--- src/rtl/sbr_pkg.sv ---
package sbr_pkg;

  typedef struct packed {
    logic neg;
    logic one;
    logic two;
  } bdig_t;

  function automatic int unsigned digit_count(input int unsigned n, input bit sgn);
    return sgn ? (n + 2) / 2 : (n + 1) / 2 + 1;
  endfunction

  // ordinary two-bit cells below the sign cell (signed) or covering the padded width
  function automatic int unsigned pair_count(input int unsigned n, input bit sgn);
    if (!sgn) return (n + 1) / 2;
    return (n % 2 == 0) ? n / 2 - 1 : n / 2;
  endfunction

endpackage

--- src/rtl/sbr_pair_cell.sv ---
module sbr_pair_cell (
  input  logic [1:0] a_i,
  input  logic [1:0] b_i,
  input  logic       h_i,
  output logic       e_o,
  output logic       n_o,
  output logic       c_o,
  output logic       h_o
);
  logic k;
  logic l_hi;

  assign e_o  = a_i[0] ^ b_i[0] ^ h_i;
  assign k    = (a_i[0] & b_i[0]) | (h_i & (a_i[0] ^ b_i[0]));
  assign l_hi = a_i[1] ^ b_i[1];
  // l_hi + k == 2*c - n
  assign n_o  = l_hi ^ k;
  assign c_o  = l_hi | k;
  assign h_o  = a_i[1] & b_i[1];
endmodule

--- src/rtl/sbr_neg_pair.sv ---
module sbr_neg_pair (
  input  logic [1:0] a_i,
  input  logic [1:0] b_i,
  input  logic       h_i,
  output logic       e_o,
  output logic       n_o,
  output logic       cp_o,
  output logic       cn_o
);
  logic k;

  assign e_o  = a_i[0] ^ b_i[0] ^ h_i;
  assign k    = (a_i[0] & b_i[0]) | (h_i & (a_i[0] ^ b_i[0]));
  // odd position carries k - a1 - b1 in [-2,1]
  assign n_o  = k ^ a_i[1] ^ b_i[1];
  assign cp_o = k & ~a_i[1] & ~b_i[1];
  assign cn_o = ~k & a_i[1] & b_i[1];
endmodule

--- src/rtl/sbr_neg_bit.sv ---
module sbr_neg_bit (
  input  logic a_i,
  input  logic b_i,
  input  logic h_i,
  output logic e_o,
  output logic n_o
);
  // h - a - b == -2*n + e
  assign e_o = a_i ^ b_i ^ h_i;
  assign n_o = (a_i & b_i) | (~h_i & (a_i | b_i));
endmodule

--- src/rtl/sbr_digit_enc.sv ---
module sbr_digit_enc
  import sbr_pkg::*;
(
  input  logic  hi_i,
  input  logic  mid_i,
  input  logic  lo_i,
  output bdig_t dig_o
);
  assign dig_o.neg = hi_i & ~(mid_i & lo_i);
  assign dig_o.one = mid_i ^ lo_i;
  assign dig_o.two = (hi_i & ~mid_i & ~lo_i) | (~hi_i & mid_i & lo_i);
endmodule

--- src/rtl/sum_booth_recoder.sv ---
module sum_booth_recoder
  import sbr_pkg::*;
#(
  parameter  int unsigned N          = 8,
  parameter  bit          SIGNED_OPS = 1'b0,
  localparam int unsigned D          = digit_count(N, SIGNED_OPS),
  localparam int unsigned NP         = pair_count(N, SIGNED_OPS)
) (
  input  logic [N-1:0] a_i,
  input  logic [N-1:0] b_i,
  output logic [D-1:0] neg_o,
  output logic [D-1:0] one_o,
  output logic [D-1:0] two_o
);
  localparam int unsigned PW = 2 * NP;

  logic [PW-1:0] pa;
  logic [PW-1:0] pb;
  logic [NP:0]   h_c;
  logic [NP:0]   c_c;
  logic [D-1:0]  t_hi;
  logic [D-1:0]  t_mid;
  logic [D-1:0]  t_lo;

  assign h_c[0] = 1'b0;
  assign c_c[0] = 1'b0;

  if (PW > N) begin : g_pad
    assign pa = {{(PW - N){1'b0}}, a_i};
    assign pb = {{(PW - N){1'b0}}, b_i};
  end else begin : g_nopad
    assign pa = a_i[PW-1:0];
    assign pb = b_i[PW-1:0];
  end

  for (genvar j = 0; j < NP; j++) begin : g_pair
    logic e;
    logic n;
    sbr_pair_cell u_cell (
      .a_i (pa[2*j+1:2*j]),
      .b_i (pb[2*j+1:2*j]),
      .h_i (h_c[j]),
      .e_o (e),
      .n_o (n),
      .c_o (c_c[j+1]),
      .h_o (h_c[j+1])
    );
    assign t_hi[j]  = n;
    assign t_mid[j] = e;
    assign t_lo[j]  = c_c[j];
  end

  if (!SIGNED_OPS) begin : g_uns
    // top digit collects final AND carry and cell carry
    assign t_hi[NP]  = 1'b0;
    assign t_mid[NP] = h_c[NP];
    assign t_lo[NP]  = c_c[NP];
  end else if (N % 2 == 0) begin : g_sgn_even
    logic e;
    logic n;
    logic cp;
    logic cn;
    sbr_neg_pair u_top (
      .a_i  (a_i[N-1:N-2]),
      .b_i  (b_i[N-1:N-2]),
      .h_i  (h_c[NP]),
      .e_o  (e),
      .n_o  (n),
      .cp_o (cp),
      .cn_o (cn)
    );
    assign t_hi[NP]    = n;
    assign t_mid[NP]   = e;
    assign t_lo[NP]    = c_c[NP];
    assign t_hi[NP+1]  = cn;
    assign t_mid[NP+1] = 1'b0;
    assign t_lo[NP+1]  = cp | cn;
  end else begin : g_sgn_odd
    logic e;
    logic n;
    sbr_neg_bit u_top (
      .a_i (a_i[N-1]),
      .b_i (b_i[N-1]),
      .h_i (h_c[NP]),
      .e_o (e),
      .n_o (n)
    );
    assign t_hi[NP]  = n;
    assign t_mid[NP] = e;
    assign t_lo[NP]  = c_c[NP];
  end

  for (genvar k = 0; k < D; k++) begin : g_enc
    bdig_t d;
    sbr_digit_enc u_enc (
      .hi_i  (t_hi[k]),
      .mid_i (t_mid[k]),
      .lo_i  (t_lo[k]),
      .dig_o (d)
    );
    assign neg_o[k] = d.neg;
    assign one_o[k] = d.one;
    assign two_o[k] = d.two;
  end
endmodule

--- config.mk ---
export PLATFORM = sky130hd
export DESIGN_NAME = sum_booth_recoder
export DESIGN_NICKNAME = d
export VERILOG_FILES = /design/src/rtl/sbr_pkg.sv /design/src/rtl/sbr_pair_cell.sv /design/src/rtl/sbr_neg_pair.sv /design/src/rtl/sbr_neg_bit.sv /design/src/rtl/sbr_digit_enc.sv /design/src/rtl/sum_booth_recoder.sv
export SDC_FILE = /design/constraint.sdc
export NUM_CORES = 1
export LEC_CHECK = 0
export ABC_AREA = 0
export BUFFER_PORTS_ARGS = -buffer_cell sky130_fd_sc_hd__buf_2
export CORE_AREA = 2 2 39 41
export DETAILED_ROUTE_END_ITERATION = 16
export DIE_AREA = 0 0 41 43
export SYNTH_ARGS = -nofsm -noshare
export SYNTH_HDL_FRONTEND = slang
export SYNTH_SLANG_ARGS = --single-unit
--- constraint.sdc ---
create_clock -name vclk -period 6
set_clock_uncertainty 0.2 [all_clocks]
set_input_delay 1.2 -clock vclk [all_inputs]
set_output_delay 1.2 -clock vclk [all_outputs]
set_load 0.01 [all_outputs]
==> flow_summary_export.csv, run 1 <==
group,metric,value,unit
run_status,result_of_the_run,"finished clean",
routing,detailedRoute.firstIterationViolations,1,
critical_path,critPathLaunchType,"input port",
min_path,whs_endpoint,"one_o[0]",
placed_design,finalWeightedCongestion,0.585,
routing,detail-route-antenna-nets,0,
floorplanning,floorplan.io_pins,31,
placed_design,place.port_buffers,30,
layout,antenna-diode-count,0,
critical_path,cp_max_fo,3,
clock_tree,ctsResizeCount,0,
routing,drt-vias-per-instance,4.06,
routing,routed-via-count,394,
global_routing,grt_max_degree,4,
placed_design,total_instance_count_after_detailed_placement,97,
global_routing,grt_antenna_before_repair,0,
sta,layout_min_cycle_time,4100,ps
yosys,ys.warnings.count,0,
critical_path,end_kind,"output port",
floorplanning,core_area,1380,sq um
sta,clock.fmax,0.244,GHz
floorplanning,die_w,41,microns
layout,area_delta_synth_final,37.1,%
sta,number_of_hold_violations_in_the_final_report,0,
power_and_ir_drop,report.power.total,0.0631,mW
yosys,mean_area_per_synthesized_cell,7.37,sq um
sta,final-setup-viol-count,0,
yosys,synth_nets,86,
routing,wire_per_inst,6.87,microns
sta,final_critical_path_setup_slack,1900,ps
job,cap_viol_max_count,0,
floorplanning,floorplan.initialDensity,28.8,%
power_and_ir_drop,power.static_leakage,0.375,nW
layout,mostFrequentLayoutCell,"buf_2",
sta,period_share,68.3,%
global_routing,grt_pass1_vias,301,
layout,nFlopsAndLatches,0,
floorplanning,num_rows,14,
critical_path,cp.arrival,2700,ps
layout,area.sequential,0,sq um
layout,numnets_final,115,
clock_tree,post-cts-setup-buffer-count,0,
critical_path,class_of_the_most_critical_setup_path,"input port to output port",
layout,finish.utilization,39.4,%
sta,setup_repair_after_global_routing_missed_its_margin,"false",
layout,leading_cell_types_in_the_layout_fill_and_taps_excluded,"buf_2, inv_1, ha_1",
floorplanning,die_h,43,microns
routing,drt-total-wl,666,microns
global_routing,grt_first_pass_wirelength,1080,microns
yosys,synth_seq_area_share,0,%
layout,multi_input_area,297,sq um
floorplanning,total_die_area,1760,sq um
clock_tree,cts_hold_buffers,0,
layout,n_fill_cell,158,
layout,final_layout_size_suffix_gt1_share,37.0,%
sta,sum_neg_setup_slack,0,ps
layout,post_layout_nonfiller_instances,97,
yosys,synth.cell_area,398,sq um
critical_path,critical_path_required,4600,ps
placed_design,post-place-ws,1900,ps
min_path,min_path_type,"input port to output port",
sta,slew_violations,0,
power_and_ir_drop,worst_supply_voltage_drop_on_vdd,39.5,uV
placed_design,hpwlAfterDp,673,microns
min_path,min_from,"b_i[0]",
power_and_ir_drop,power.density,116,nW/um^2
global_routing,global_route.usage.total,8.13,%
yosys,post_synth_num_cell_types,9,
routing,drt_first_pass_iters,2,
layout,clkbuf_count,0,
global_routing,grt_overflow,0,
routing,drc,0,
yosys,syn-instance-count,54,
min_path,min_path_cells,3,
-- critical path: stages --
cell,delay [ps]
buf_2,80
ha_1,130
inv_1,50
fa_1,380
ha_1,310
or3_1,370
nand2_1,70
buf_2,120
-- layout make-up --
class | count | share of cell area, %
well taps | 16 | 3.67
repair buffers | 30 | 27.5
inverters | 21 | 14.4
multi-input cells | 30 | 54.4
-- metrics by stage --
| step | cell area, sq um | hold WS, ps |
|---|---|---|
| final | 546 | 2520 |
| after global routing | 546 | 2550 |
| after CTS | 546 | 2530 |
| after detailed placement | 546 | 2530 |
| after global placement | 546 | 2520 |
| after floorplan | 398 | 2380 |
-- where the power goes --
group,internal [mW],switching [mW],total [mW]
logic,0.0305,0.0326,0.0631
clock network,0,0,0
registers,0,0,0
total,0.0305,0.0326,0.0631
-- cells in the mapped netlist --
cell type / instances / share of area [%]
inv_1: 21 / 20
fa_1: 3 / 15
nand3_1: 3 / 3.8
nand2_1: 3 / 2.8
nor2b_1: 4 / 6.3
buf_4: 3 / 5.7
or3_1: 3 / 4.7
conb_1: 1 / 0.94
ha_1: 13 / 41
-- worst max path at each step --
stage / from / slack, ps / cells after the start / end
final: a_i[1] / 1900 / 8 / two_o[1]
after global routing: a_i[1] / 1800 / 8 / two_o[1]
after CTS: a_i[1] / 1900 / 8 / two_o[1]
after detailed placement: a_i[1] / 1900 / 8 / two_o[1]
after global placement: a_i[1] / 1940 / 8 / two_o[1]
after floorplan: a_i[1] / 2130 / 6 / two_o[1]
-- metal layers --
| metal | routed length [microns] | share of wire, % | global-route usage [%] | vias up |
|---|---|---|---|---|
| met5 | 0 | 0 | 0 | - |
| met4 | 0 | 0 | 0 | 0 |
| met3 | 88 | 13 | 1.05 | 0 |
| met2 | 318 | 48 | 16.6 | 21 |
| met1 | 259 | 39 | 8.36 | 163 |
| li1 | - | - | - | 210 |
-- kinds of logic after synthesis --
kind of cell	synth area share [%]
other	0.942
AND/OR/NAND/NOR	17.6
adder cells (fa/ha/maj)	56.0
buffers and inverters	25.5
Power figures use the tool's default switching activity.
==> run 2, diff against run 1 <==
--- a/config.mk
+++ b/config.mk
@@ -5,11 +5,12 @@
 export SDC_FILE = /design/constraint.sdc
 export NUM_CORES = 1
 export LEC_CHECK = 0
-export ABC_AREA = 0
+export ABC_AREA = 1
 export BUFFER_PORTS_ARGS = -buffer_cell sky130_fd_sc_hd__buf_2
 export CORE_AREA = 2 2 39 41
 export DETAILED_ROUTE_END_ITERATION = 16
 export DIE_AREA = 0 0 41 43
+export PLACE_DENSITY = 0.67
 export SYNTH_ARGS = -nofsm -noshare
 export SYNTH_HDL_FRONTEND = slang
 export SYNTH_SLANG_ARGS = --single-unit
==> constraint.sdc (replaced) <==
create_clock -name vclk -period 3.4
set_clock_uncertainty 0.2 [all_clocks]
set_input_delay 0.68 -clock vclk [all_inputs]
set_output_delay 0.68 -clock vclk [all_outputs]
set_load 0.01 [all_outputs]
==> flow_summary_export.csv, run 2 <==
group,metric,value,unit
job,cap_viol_max_count,0,
placed_design,place.port_buffers,30,
power_and_ir_drop,report.power.total,0.119,mW
yosys,synth.top_cell.area_share,40.0,%
layout,numnets_final,122,
floorplanning,floorplan.io_pins,31,
layout,antenna-diode-count,0,
layout,clkbuf_count,0,
layout,area.sequential,0,sq um
yosys,synth.cell_area,407,sq um
global_routing,grt_overflow,0,
yosys,synth_common_cells,"inv_1, ha_1, nor2_1",
critical_path,timing.critical_path.buf_inv,4,
placed_design,finalWeightedCongestion,0.611,
sta,final-setup-viol-count,0,
critical_path,timing.critical_path.cells,"buf_2 > ha_1 > inv_1 > fa_1 > inv_1 > ha_1 > buf_2",
floorplanning,num_rows,14,
clock_tree,ctsResizeCount,0,
yosys,synth_area_leader_cell,"ha_1",
routing,drt-vias-per-instance,4.09,
critical_path,worst_path_max_delay_cell,"fa_1",
yosys,ys.warnings.count,0,
sta,sum_neg_setup_slack,0,ps
min_path,min_path_type,"input port to output port",
clock_tree,cts_hold_buffers,0,
sta,number_of_hold_violations_in_the_final_report,0,
routing,drt_first_pass_iters,1,
routing,drt-total-wl,801,microns
global_routing,grt_max_degree,4,
critical_path,crit_path_largest_cell_delay,530,ps
critical_path,cp_max_fo,3,
clock_tree,post-cts-setup-buffer-count,0,
critical_path,critPathLaunchType,"input port",
routing,drc,0,
critical_path,class_of_the_most_critical_setup_path,"input port to output port",
placed_design,total_instance_count_after_detailed_placement,104,
run_status,result_of_the_run,"finished clean",
yosys,synth_seq_area_share,0,%
yosys,synth.most_common_cell,"inv_1",
sta,clock.fmax,0.350,GHz
critical_path,cp.arrival,1980,ps
layout,finish.utilization,40.1,%
yosys,synth.area.top_cells,"ha_1, inv_1, fa_1, nor2_1, buf_4",
floorplanning,floorplan.initialDensity,29.4,%
placed_design,placedInstanceArea,554,sq um
critical_path,dominant_delay_contributor_by_cell_family_on_the_critical_path,"adder cells",
power_and_ir_drop,worst_supply_voltage_drop_on_vdd,73.1,uV
layout,multi_input_area,290,sq um
sta,period_share,84.0,%
global_routing,grt_antenna_before_repair,0,
routing,detail-route-antenna-nets,0,
yosys,syn-instance-count,61,
floorplanning,total_die_area,1760,sq um
layout,nFlopsAndLatches,0,
layout,post_layout_nonfiller_instances,104,
floorplanning,die_w,41,microns
sta,slew_violations,0,
routing,detailedRoute.firstIterationViolations,0,
critical_path,end_kind,"output port",
power_and_ir_drop,power.static_leakage,0.401,nW
sta,setup_repair_after_global_routing_missed_its_margin,"false",
yosys,post_synth_num_cell_types,8,
yosys,synth_nets,93,
routing,routed-via-count,425,
layout,area_delta_synth_final,36.3,%
routing,wire_per_inst,7.70,microns
layout,n_fill_cell,152,
critical_path,critical_path_required,2520,ps
layout,leading_cell_types_in_the_layout_fill_and_taps_excluded,"buf_2, inv_1, ha_1",
floorplanning,die_h,43,microns
global_routing,grt_first_pass_wirelength,1260,microns
global_routing,grt_pass1_vias,373,
placed_design,hpwlAfterDp,794,microns
floorplanning,core_area,1380,sq um
sta,layout_min_cycle_time,2860,ps
power_and_ir_drop,power.density,215,nW/um^2
layout,mostFrequentLayoutCell,"buf_2",
layout,postLayoutCellArea,554,sq um
yosys,mean_area_per_synthesized_cell,6.67,sq um
global_routing,global_route.usage.total,9.82,%
layout,final_layout_size_suffix_gt1_share,34.1,%
[run 2: changes by cell type in the layout (fill, tap and decap cells not counted), sizes merged]
cell,delta
nor2b,-4
nor2,+7
nand2,+3
or3,-3
inv,+4
[run 2: kinds of logic after synthesis]
kind of cell,share of synthesized area [%]
buffers and inverters,28.6
adder cells (fa/ha/maj),54.8
AND/OR/NAND/NOR,15.7
other,0.922
[run 2: metrics by stage]
stage          hold WS [ps]  setup slack (ps)
6_report               1490               544
5_1_grt                1510               459
4_1_cts                1490               527
3_5_place_dp           1490               527
3_3_place_gp           1480               580
2_1_floorplan          1340               771
[run 2: path summary, 6_finish.rpt]
path | start | cells after the start | slack [ps] | to
worst max-delay path | a_i[5] | 7 | 540 | one_o[3]
worst min-delay path | b_i[0] | 3 | 1490 | one_o[0]
[run 2: layout make-up]
type / instances / area share [%]
Tap cell: 16 / 3.61
Inverter: 25 / 16.9
Multi-Input combinational cell: 33 / 52.4
Timing Repair Buffer: 30 / 27.1
[run 2: tightest hold or removal path, cell delays in order]
cell and delay (ps):
buf_2 80, ha_1 120, buf_2 130
[run 2: metal layers]
metal	vias to the layer above	GRT usage (%)	wire length, microns
li1	223	-	-
met1	184	7.67	283
met2	18	23.1	467
met3	0	0	50
met4	0	0	0
met5	-	0	0
[run 2: power by group]
part / internal [mW] / switching, mW
Clock: 0 / 0
Combinational: 0.0537 / 0.0654
Sequential: 0 / 0
Total: 0.0537 / 0.0654
